===== config.mk =====
export PLATFORM = sky130hd
export DESIGN_NAME = irq_vec_ctrl
export DESIGN_NICKNAME = d
export VERILOG_FILES = /design/src/rtl/ivc_pkg.sv /design/src/rtl/ivc_source.sv /design/src/rtl/ivc_arbiter.sv /design/src/rtl/irq_vec_ctrl.sv
export SDC_FILE = /design/constraint.sdc
export NUM_CORES = 1
export LEC_CHECK = 0
export ABC_AREA = 1
export BUFFER_PORTS_ARGS = -buffer_cell sky130_fd_sc_hd__buf_4
export CORE_MARGIN = 3
export CORE_UTILIZATION = 35
export DETAILED_ROUTE_END_ITERATION = 8
export PLACE_DENSITY = 0.61
export SLEW_MARGIN = 15
export SYNTH_ARGS = -nofsm -noshare
export SYNTH_HDL_FRONTEND = slang
export SYNTH_SLANG_ARGS = --single-unit

===== constraint.sdc =====
create_clock -name clk -period 12.9 [get_ports clk]
set_input_delay 1.29 -clock clk [delete_from_list [all_inputs] [get_ports clk]]
set_output_delay 1.29 -clock clk [all_outputs]
set_load 0.02 [all_outputs]

===== src/rtl/ivc_pkg.sv =====
package ivc_pkg;
   typedef enum logic [1:0] {
      TRIG_RISE = 2'd0,
      TRIG_FALL = 2'd1,
      TRIG_HIGH = 2'd2,
      TRIG_LOW  = 2'd3
   } trig_e;

   localparam int unsigned ADDR_W = 6;

   localparam logic [1:0] PAGE_MODE = 2'd0;
   localparam logic [1:0] PAGE_VEC  = 2'd1;
   localparam logic [1:0] PAGE_CMD  = 2'd2;

   localparam logic [3:0] CMD_EN_SET   = 4'd0;
   localparam logic [3:0] CMD_EN_CLR   = 4'd1;
   localparam logic [3:0] CMD_PEND_SET = 4'd2;
   localparam logic [3:0] CMD_PEND_CLR = 4'd3;
   localparam logic [3:0] CMD_EOI      = 4'd4;
   localparam logic [3:0] CMD_SPUR_VEC = 4'd5;
   localparam logic [3:0] CMD_IRQ_VEC  = 4'd6;
   localparam logic [3:0] CMD_FIQ_VEC  = 4'd7;
   localparam logic [3:0] CMD_PEND_RAW = 4'd8;
   localparam logic [3:0] CMD_EN_MASK  = 4'd9;
endpackage


===== src/rtl/ivc_source.sv =====
module ivc_source
   import ivc_pkg::*;
(
   input  logic       clk,
   input  logic       rst_n,
   input  logic       lvl_i,
   input  logic [1:0] trig_i,
   input  logic       set_i,
   input  logic       clr_i,
   input  logic       ack_i,
   output logic       pend_o
);
   logic samp_q, prev_q, edge_q;
   logic is_edge, edge_hit, lvl_act;

   always_comb begin
      is_edge  = (trig_i == TRIG_RISE) || (trig_i == TRIG_FALL);
      edge_hit = (trig_i == TRIG_RISE) ? (samp_q & ~prev_q) : (~samp_q & prev_q);
      lvl_act  = (trig_i == TRIG_HIGH) ? samp_q : ~samp_q;
      pend_o   = is_edge ? edge_q : lvl_act;
   end

   always_ff @(posedge clk or negedge rst_n) begin
      if (!rst_n) begin
         samp_q <= 1'b0;
         prev_q <= 1'b0;
         edge_q <= 1'b0;
      end else begin
         samp_q <= lvl_i;
         prev_q <= samp_q;
         if (!is_edge) edge_q <= 1'b0;
         else          edge_q <= (edge_q & ~clr_i & ~ack_i) | edge_hit | set_i;
      end
   end

   // forcing an edge-mode source leaves it pending next cycle
   a_r3_set_edge: assert property (@(posedge clk) disable iff (!rst_n)
      (set_i && is_edge) |=> (pend_o || !is_edge));

   // an acknowledge with no new edge or force clears an edge-mode source
   a_r6_ack_clear: assert property (@(posedge clk) disable iff (!rst_n)
      (ack_i && is_edge && !edge_hit && !set_i && $stable(trig_i)) |=> (!pend_o || !is_edge));
endmodule


===== src/rtl/ivc_arbiter.sv =====
module ivc_arbiter #(
   parameter int unsigned N  = 8,
   parameter int unsigned PW = 3,
   localparam int unsigned IW = (N > 1) ? $clog2(N) : 1
) (
   input  logic [N-1:0]    req_i,
   input  logic [N*PW-1:0] prio_i,
   output logic            hit_o,
   output logic [IW-1:0]   idx_o
);
   logic [PW-1:0] best;

   always_comb begin
      hit_o = 1'b0;
      idx_o = '0;
      best  = '0;
      for (int i = 0; i < N; i++) begin
         if (req_i[i] && (!hit_o || prio_i[i*PW +: PW] > best)) begin
            hit_o = 1'b1;
            best  = prio_i[i*PW +: PW];
            idx_o = IW'(i);
         end
      end
   end

   // the chosen index always belongs to a requesting source
   always_comb begin
      if (hit_o) begin
         a_r5_winner_req: assert (req_i[idx_o]);
      end
   end
endmodule


===== src/rtl/irq_vec_ctrl.sv =====
module irq_vec_ctrl
   import ivc_pkg::*;
#(
   parameter int unsigned NSRC = 8,
   parameter int unsigned DW   = 32,
   parameter int unsigned PW   = 3
) (
   input  logic                clk,
   input  logic                rst_n,
   input  logic                fiq_in,
   input  logic [NSRC-1:2]     src_in,
   input  logic                wr_en,
   input  logic                rd_en,
   input  logic [ADDR_W-1:0]   addr,
   input  logic [DW-1:0]       wdata,
   output logic [DW-1:0]       rdata,
   output logic                nirq,
   output logic                nfiq
);
   localparam int unsigned IW = $clog2(NSRC);

   if (NSRC < 3 || NSRC > 16) begin : g_bad_nsrc
      $error("NSRC must lie in 3..16");
   end
   if (DW < NSRC || DW < PW + 4) begin : g_bad_dw
      $error("DW too narrow for the mask or mode fields");
   end
   if (PW < 1) begin : g_bad_pw
      $error("PW must be at least 1");
   end

   logic [1:0]       trig_q [NSRC];
   logic [PW-1:0]    prio_q [NSRC];
   logic [DW-1:0]    vec_q  [NSRC];
   logic [NSRC-1:0]  en_q;
   logic [DW-1:0]    spv_q;
   logic             busy_q, spur_q;
   logic [DW-1:0]    rdata_q;

   logic [1:0]       page;
   logic [3:0]       num;
   logic [IW-1:0]    sidx;
   logic             num_ok;
   logic             wr_cmd, rd_cmd;
   logic             wr_eoi, rd_irqv, rd_fiqv;
   logic [NSRC-1:0]  lvl_vec, pend, req, set_v, clr_v, ack_v;
   logic [NSRC*PW-1:0] prio_flat;
   logic             irq_hit, fiq_ok;
   logic [IW-1:0]    win;

   always_comb begin
      page    = addr[5:4];
      num     = addr[3:0];
      sidx    = num[IW-1:0];
      num_ok  = (32'(num) < NSRC);
      wr_cmd  = wr_en && (page == PAGE_CMD);
      rd_cmd  = rd_en && (page == PAGE_CMD);
      wr_eoi  = wr_cmd && (num == CMD_EOI);
      rd_irqv = rd_cmd && (num == CMD_IRQ_VEC);
      rd_fiqv = rd_cmd && (num == CMD_FIQ_VEC);
      set_v   = (wr_cmd && num == CMD_PEND_SET) ? wdata[NSRC-1:0] : '0;
      clr_v   = (wr_cmd && num == CMD_PEND_CLR) ? wdata[NSRC-1:0] : '0;
      lvl_vec = {src_in, 1'b0, fiq_in};
      req     = pend & en_q & ~NSRC'(1);
      fiq_ok  = pend[0] & en_q[0];
   end

   for (genvar i = 0; i < NSRC; i++) begin : g_src
      assign prio_flat[i*PW +: PW] = prio_q[i];
      if (i == 0) begin : g_fast
         assign ack_v[i] = rd_fiqv && fiq_ok;
      end else begin : g_norm
         assign ack_v[i] = rd_irqv && irq_hit && (win == IW'(i));
      end

      always_ff @(posedge clk or negedge rst_n) begin
         if (!rst_n) begin
            trig_q[i] <= TRIG_RISE;
            prio_q[i] <= '0;
            vec_q[i]  <= '0;
         end else if (wr_en && num_ok && sidx == IW'(i)) begin
            if (page == PAGE_MODE) begin
               trig_q[i] <= wdata[1:0];
               prio_q[i] <= wdata[4 +: PW];
            end
            if (page == PAGE_VEC) vec_q[i] <= wdata;
         end
      end

      ivc_source u_src (
         .clk    (clk),
         .rst_n  (rst_n),
         .lvl_i  (lvl_vec[i]),
         .trig_i (trig_q[i]),
         .set_i  (set_v[i]),
         .clr_i  (clr_v[i]),
         .ack_i  (ack_v[i]),
         .pend_o (pend[i])
      );
   end

   ivc_arbiter #(.N(NSRC), .PW(PW)) u_arb (
      .req_i  (req),
      .prio_i (prio_flat),
      .hit_o  (irq_hit),
      .idx_o  (win)
   );

   always_ff @(posedge clk or negedge rst_n) begin
      if (!rst_n) begin
         en_q   <= '0;
         spv_q  <= '0;
         busy_q <= 1'b0;
         spur_q <= 1'b0;
      end else begin
         if (wr_cmd && num == CMD_EN_SET)   en_q  <= en_q | wdata[NSRC-1:0];
         if (wr_cmd && num == CMD_EN_CLR)   en_q  <= en_q & ~wdata[NSRC-1:0];
         if (wr_cmd && num == CMD_SPUR_VEC) spv_q <= wdata;
         if (wr_eoi) begin
            busy_q <= 1'b0;
            spur_q <= 1'b0;
         end
         if (rd_irqv) begin
            if (irq_hit) busy_q <= 1'b1;
            else         spur_q <= 1'b1;
         end
         if (rd_fiqv && !fiq_ok) spur_q <= 1'b1;
      end
   end

   always_ff @(posedge clk or negedge rst_n) begin
      if (!rst_n) begin
         rdata_q <= '0;
      end else if (rd_en) begin
         rdata_q <= '0;
         case (page)
            PAGE_MODE: if (num_ok) begin
               rdata_q[1:0]      <= trig_q[sidx];
               rdata_q[4 +: PW]  <= prio_q[sidx];
            end
            PAGE_VEC:  if (num_ok) rdata_q <= vec_q[sidx];
            PAGE_CMD: begin
               case (num)
                  CMD_SPUR_VEC: rdata_q <= spv_q;
                  CMD_IRQ_VEC:  rdata_q <= irq_hit ? vec_q[win] : spv_q;
                  CMD_FIQ_VEC:  rdata_q <= fiq_ok ? vec_q[0] : spv_q;
                  CMD_PEND_RAW: rdata_q[NSRC-1:0] <= pend;
                  CMD_EN_MASK:  rdata_q[NSRC-1:0] <= en_q;
                  default:      rdata_q <= '0;
               endcase
            end
            default: rdata_q <= '0;
         endcase
      end
   end

   assign rdata = rdata_q;
   assign nirq  = ~(irq_hit & ~busy_q & ~spur_q);
   assign nfiq  = ~(fiq_ok & ~spur_q);

   // a serving IRQ vector read quiets the normal request line
   a_r8_irq_hold: assert property (@(posedge clk) disable iff (!rst_n)
      (rd_irqv && irq_hit) |=> nirq);

   // an IRQ read with nothing valid returns the spurious vector
   a_r10_spur_vec: assert property (@(posedge clk) disable iff (!rst_n)
      (rd_irqv && !irq_hit) |=> (rdata == $past(spv_q)));

   // a valid FIQ read returns source 0's vector
   a_r9_fiq_vec: assert property (@(posedge clk) disable iff (!rst_n)
      (rd_fiqv && fiq_ok) |=> (rdata == $past(vec_q[0])));

   // a FIQ read with no valid fast request returns the spurious vector
   a_r11_fiq_spur: assert property (@(posedge clk) disable iff (!rst_n)
      (rd_fiqv && !fiq_ok) |=> (rdata == $past(spv_q)));

   // any spurious read silences both lines in the next cycle
   a_r12_quiet: assert property (@(posedge clk) disable iff (!rst_n)
      (((rd_irqv && !irq_hit) || (rd_fiqv && !fiq_ok)) && !wr_eoi) |=> (nirq && nfiq));
endmodule


==> results of run 1 <==
==> cells by family after synthesis <==
family	count (synthesis)
xor gates and xnor gates	4
adders and majority gates	22
buffers and inverters	464
DFF	392
AOI/OAI and AO/OA	658
and+or+nand+nor	1435
==> worst reg2reg max path, delay by kind of cell (launching register included) <==
| family | cells | cell delay [ps] |
|---|---|---|
| simple gates | 40 | 4390 |
| compound gates | 16 | 2130 |
| fa+ha+maj | 6 | 1870 |
| buf+inv | 3 | 1350 |
| flops | 1 | 420 |
==> sequential cells by signal, summed over array words and instances (netlist names), named ones only <==
name,count
prio_flat,24
spur_q,1
g_src.u_src.edge_q,8
busy_q,1
trig_q,16
rdata,32
g_src.u_src.prev_q,7
spv_q,32
vec_q,256
g_src.u_src.samp_q,7
==> layer usage <==
metal,track usage [%],up-vias,wire [um]
met3,3.42,195,6240
met5,0,-,0
met4,8.41,0,2940
met2,37.0,900,34800
met1,32.2,9810,33600
li1,-,9756,-
==> where the power goes <==
group / internal [mW] / switching, mW / total, mW / leakage, nW
Clock: 0.776 / 0.540 / 1.32 / 0.748
Sequential: 1.38 / 0.123 / 1.51 / 5.20
Combinational: 0.668 / 1.47 / 2.13 / 5.96
==> area by class of cell <==
class / instances / area, um2 / share of cell area, %
inverters: 284 / 1070 / 4.33
clock inverters: 19 / 214 / 0.868
well taps: 837 / 1050 / 4.25
clock buffers: 63 / 1280 / 5.21
repair buffers: 112 / 861 / 3.49
multi-input cells: 2119 / 10400 / 42.0
flip-flops and latches: 392 / 9810 / 39.8
==> stage by stage <==
stage / worst slack (ps) / util, %
finish: 2670 / 39.8
global route: 1600 / 39.8
CTS: 2840 / 39.8
detailed placement: 2850 / 37.4
global placement: 3030 / 37.4
floorplan: 5670 / -
==> cell usage in the layout (no fill, tap or decap), types with 6 or more instances in the layout <==
master / instances
a22o_1: 38
nand2_4: 10
nor2_4: 8
clkbuf_1: 10
a31oi_1: 13
nand2_2: 12
o21ai_0: 357
a22oi_1: 95
ha_1: 20
nand3_2: 6
clkbuf_16: 46
a221oi_1: 11
buf_4: 110
nand3b_1: 44
nand2_1: 1054
inv_1: 272
dfrtp_1: 392
o221ai_1: 64
o211ai_1: 14
clkinv_2: 12
nor2_1: 130
clkbuf_8: 7
o21ai_1: 24
nand4_1: 17
a21oi_1: 36
inv_2: 10
nand3_1: 143
==> worst paths after layout <==
| kind | startpoint | endpoint | cells after the start |
|---|---|---|---|
| max | trig_q[13] | rdata[22] | 65 |
| min | g_src[2].u_src.samp_q | g_src[2].u_src.prev_q | 0 |
| max reg2reg | trig_q[13] | rdata[22] | 65 |
| min reg2reg | g_src[2].u_src.samp_q | g_src[2].u_src.prev_q | 0 |
| max in group asynchronous | rst_n | vec_q[134] | 3 |
| min in group asynchronous | rst_n | rdata[16] | 1 |
==> impl_metrics.ini, run 1 <==
[yosys]
yosys-top-cells-area = dfrtp_1 (45%), nand2_1 (18%), o21ai_0 (8.1%), inv_1 (4.7%), nand3_1 (3.3%)
synth_fa_ha_area_share_pct = 1.25
synth-compound-area-share_pct = 18.3
yosys_warnings = 0
ys_seq_area_share_pct = 44.6
async_reset_ff_share_pct = 100
ys_ff_latch = 392
synthCells = 2975
synthTopCellsByCount = nand2_1 (1,062), dfrtp_1 (392), o21ai_0 (357), inv_1 (273), nand3_1 (145)
synth_top_family_by_area = simple AND/OR/NAND/NOR gates
netlist.area_leader.share_pct = 44.6
synth_mux_area_share_pct = 0
synth_nets = 3046
synth_edf_count = 0
yosysTopAreaCell = dfrtp_1
synth_xor_area_share_pct = 0.159
syn_area_per_cell_um2 = 7.40
synth.distinct_cells = 38
synth-simple-area-share_pct = 26.9
synth_ff_type = dfrtp_1
syn_area_um2 = 22000
yosysMostFrequentCell = nand2_1

[die]
io-pin-count = 83
die_area_um2 = 65900
std_cell_rows = 91
dieWidth_um = 257
start_util_pct = 35.5
core_area_um2 = 61900
die_h_um = 257

[clocking]
clkSlewWorstSetupHoldPaths_ps = 60
clkSinkCount = 392
post_cts_buffers = 0
cts_tree = built
htreeDepth = 2
ctsHoldBuffers = 0
cts_resized = 0
numCtsBuffers = 45
cts.path.max_buffers = 3
cts_root_buffer = clkbuf_16
insertion_delay_ps = 590

[routing]
vias = 20700
drtIter0Drc = 2066
antenna_left = 0
vias_per_cell = 5.40
drc = 0
first_pass_iters = 6
wl_per_cell_um = 20.3
wirelength_um = 77600

[layout]
antenna_cells = 0
final_cells = 3826
drive_gt1_share_pct = 8.10
syn2layout_area_growth_pct = 12.0
fin_area_um2 = 24600
nets = 3025
fill_cells = 6501

[power]
p_leak_nw = 11.9
powerDensity_nw_per_um2 = 201
p_total_mw = 4.96
vdd_drop_max_mv = 0.179

[grt]
grt_pass1_wl_um = 120000
grt-ovfl-total = 0
grtUsageTotal_pct = 23.2
antenna_found_initial = 0
grt_max_degree = 145
grt_pass1_vias = 19700

[setup_path]
cp_max_fo = 76
cp-start-kind = register
required_ps = 13370
arrival_ps = 10710
cp_common_cell = nand2_1
end_kind = register
crit_family = simple AND/OR/NAND/NOR gates
crit_buf_inv = 3
setup.worst_path.class = register to register
ff2ff_setup_slack_ps = 2670
critPathMaxStageDelay_ps = 770
slowest_stage = buf_4

[sta]
hold_violations = 0
holdWs_ps = 393
tightest_slew_ps = 1180
clock.fmax_mhz = 97.7
finClkSkew_ps = 19.8
setup_violations = 0
rsz0062_at_grt = false
fin_tns_setup_ps = 0
period_needed_ps = 10230
fin_crit_sh_pct = 79.3
final_max_slew_viol_count = 0
max_slew_margin_pct = 21.2

[worst_hold_path]
hold_class = register to register

[placed_design]
placedCellCount = 3744
gp_congestion = 0.909
postPlaceCellArea_um2 = 23200
place_hpwl_um = 42800
port_buffers = 82

[status]
outcome = complete, no violations

[job]
maxCapViolCount = 0
Power figures use the tool's default switching activity.
==> run 2: changes to the inputs <==
--- a/config.mk
+++ b/config.mk
@@ -10,7 +10,7 @@
 export CORE_MARGIN = 3
 export CORE_UTILIZATION = 35
 export DETAILED_ROUTE_END_ITERATION = 8
-export PLACE_DENSITY = 0.61
+export PLACE_DENSITY = 0.63
 export SLEW_MARGIN = 15
 export SYNTH_ARGS = -nofsm -noshare
 export SYNTH_HDL_FRONTEND = slang
==> constraint.sdc (replaced) <==
create_clock -name clk -period 8.36 [get_ports clk]
set_input_delay 0.836 -clock clk [delete_from_list [all_inputs] [get_ports clk]]
set_output_delay 0.836 -clock clk [all_outputs]
set_load 0.02 [all_outputs]
==> run 2 against run 1 <==
Setup slack got worse by 2200 ps; power increased by 65%; core utilization increased by 1.0 points; flip-flop and latch count unchanged; maximum frequency increased by 30%; final area increased by 2.5%.
==> impl_metrics.ini, run 2 (synthesized netlist as in run 1, its figures left out) <==
[status]
outcome = complete, no violations

[layout]
final_cells = 3854
regMostFlops = vec_q
drive_gt1_share_pct = 9.55
largest_reg_flops = 256
final_cell_mix = nand2_1 (1,050), dfrtp_1 (392), o21ai_0 (346)
syn2layout_area_growth_pct = 14.8
mostFrequentLayoutCell = nand2_1
fin_area_um2 = 25300
antenna_cells = 0
nets = 3052
fill_cells = 6469

[setup_path]
setup.worst_path.class = register to register
cp_max_fo = 25
cp_common_cell = nand2_1
end_kind = register
required_ps = 8830
arrival_ps = 8350
cp-start-kind = register
slowest_stage = dfrtp_1
critPathMaxStageDelay_ps = 420

[power]
p_sw_share_pct = 42.3
comb_power_share_pct = 45.1
power.share.sequential_pct = 28.4
vdd_drop_max_mv = 0.304
cell_internal_pwr_mw = 4.73
p_clk_share_pct = 26.5
p_total_mw = 8.21
powerDensity_nw_per_um2 = 325
netSwitchingPower_mw = 3.47
p_leak_nw = 12.2

[die]
dieWidth_um = 257
die_area_um2 = 65900
io-pin-count = 83
die_h_um = 257
std_cell_rows = 91
core_area_um2 = 61900
start_util_pct = 35.5

[placed_design]
place_hpwl_um = 43400
postPlaceCellArea_um2 = 23300
placedCellCount = 3758
gp_congestion = 0.886
port_buffers = 82
place_ws_ps = 57.7

[sta]
setup_violations = 0
setup_slack_ps = 476
max_slew_margin_pct = 18.3
period_needed_ps = 7880
hold_violations = 0
tightest_slew_ps = 1230
final_max_slew_viol_count = 0
clock.fmax_mhz = 127
finClkSkew_ps = 30.0
fin_crit_sh_pct = 94.3

[worst_hold_path]
hold_class = input pin to async pin

[routing]
wirelength_um = 78300
first_pass_iters = 8
drc = 0
drtIter0Drc = 2352
antenna_left = 0
vias_per_cell = 5.44
wl_per_cell_um = 20.3
vias = 21000

[clocking]
clkSinkCount = 392
ctsHoldBuffers = 0
cts.path.max_buffers = 3
clkSlewWorstSetupHoldPaths_ps = 60
htreeDepth = 2
cts_root_buffer = clkbuf_16
cts_tree = built
numCtsBuffers = 45
insertion_delay_ps = 600

[grt]
grtUsageTotal_pct = 23.1
antenna_found_initial = 1
grt-ovfl-total = 0
grt_max_degree = 114
grt_pass1_vias = 19700
grt_pass1_wl_um = 119000

[job]
maxCapViolCount = 0
[run 2: cell count changes in the layout (fill, tap and decap cells not counted), sizes merged]
cell      delta
buf         +24
clkinvlp     +2
clkbuf       +1
bufinv       +3
clkinv       -2
[run 2: routing by layer]
layer	global-route usage, %	routed length, um	part of all wire [%]	vias to the layer above
met4	9.42	3300	4.2	0
met3	3.61	6790	8.7	220
met1	31.5	33500	43	9871
li1	-	-	-	9806
met5	0	0	0	-
met2	36.5	34700	44	1059
[run 2: power groups by stage]
stage                     registers [mW]  clock network (mW)  logic (mW)
final                               2.33                2.18        3.70
after floorplan                     2.30                   0        2.53
after global placement              2.35                   0        3.32
after global routing                2.36                2.29        4.11
after CTS                           2.32                2.21        3.36
after detailed placement            2.35                   0        3.35
[run 2: critical path, delay by kind of cell (launching register included)]
| family | cells | cell delay, ps |
|---|---|---|
| adder cells (fa/ha/maj) | 6 | 1770 |
| AO/OA/AOI/OAI | 15 | 1630 |
| AND/OR/NAND/NOR | 39 | 3380 |
| flip-flops | 1 | 420 |
| buffers and inverters | 3 | 490 |
[run 2: metrics by stage]
stage          hold slack, ps  util (%)  TNS, ps
2_1_floorplan             354         -        0
3_3_place_gp              370      37.6        0
3_5_place_dp              372      37.6        0
4_1_cts                   297      40.2        0
5_1_grt                   333      40.8    -1840
6_report                  293      40.8        0
[run 2: final timing paths]
path | slack (ps) | start | cells after the start | endpoint
max | 480 | trig_q[13] | 63 | rdata[4]
min | 290 | rst_n | 1 | vec_q[173]
max reg2reg | 480 | trig_q[13] | 63 | rdata[4]
min reg2reg | 380 | g_src[0].u_src.samp_q | 0 | g_src[0].u_src.prev_q
max in group asynchronous | 6670 | rst_n | 2 | vec_q[128]
min in group clk | 350 | src_in[5] | 1 | g_src[5].u_src.samp_q
[run 2: layout make-up]
type	count	area, um2	area share (%)
Timing Repair Buffer	139	1260	4.98
Clock buffer	61	1310	5.17
Tap cell	837	1050	4.14
Sequential cell	392	9810	38.8
Inverter	284	1070	4.23
Clock inverter	22	324	1.28
Multi-Input combinational cell	2119	10500	41.4
[run 2: repair_timing]
item,in CTS,in global routing
setup endpoints to repair,0,39
resized for setup,0,46
buffers inserted,0,10
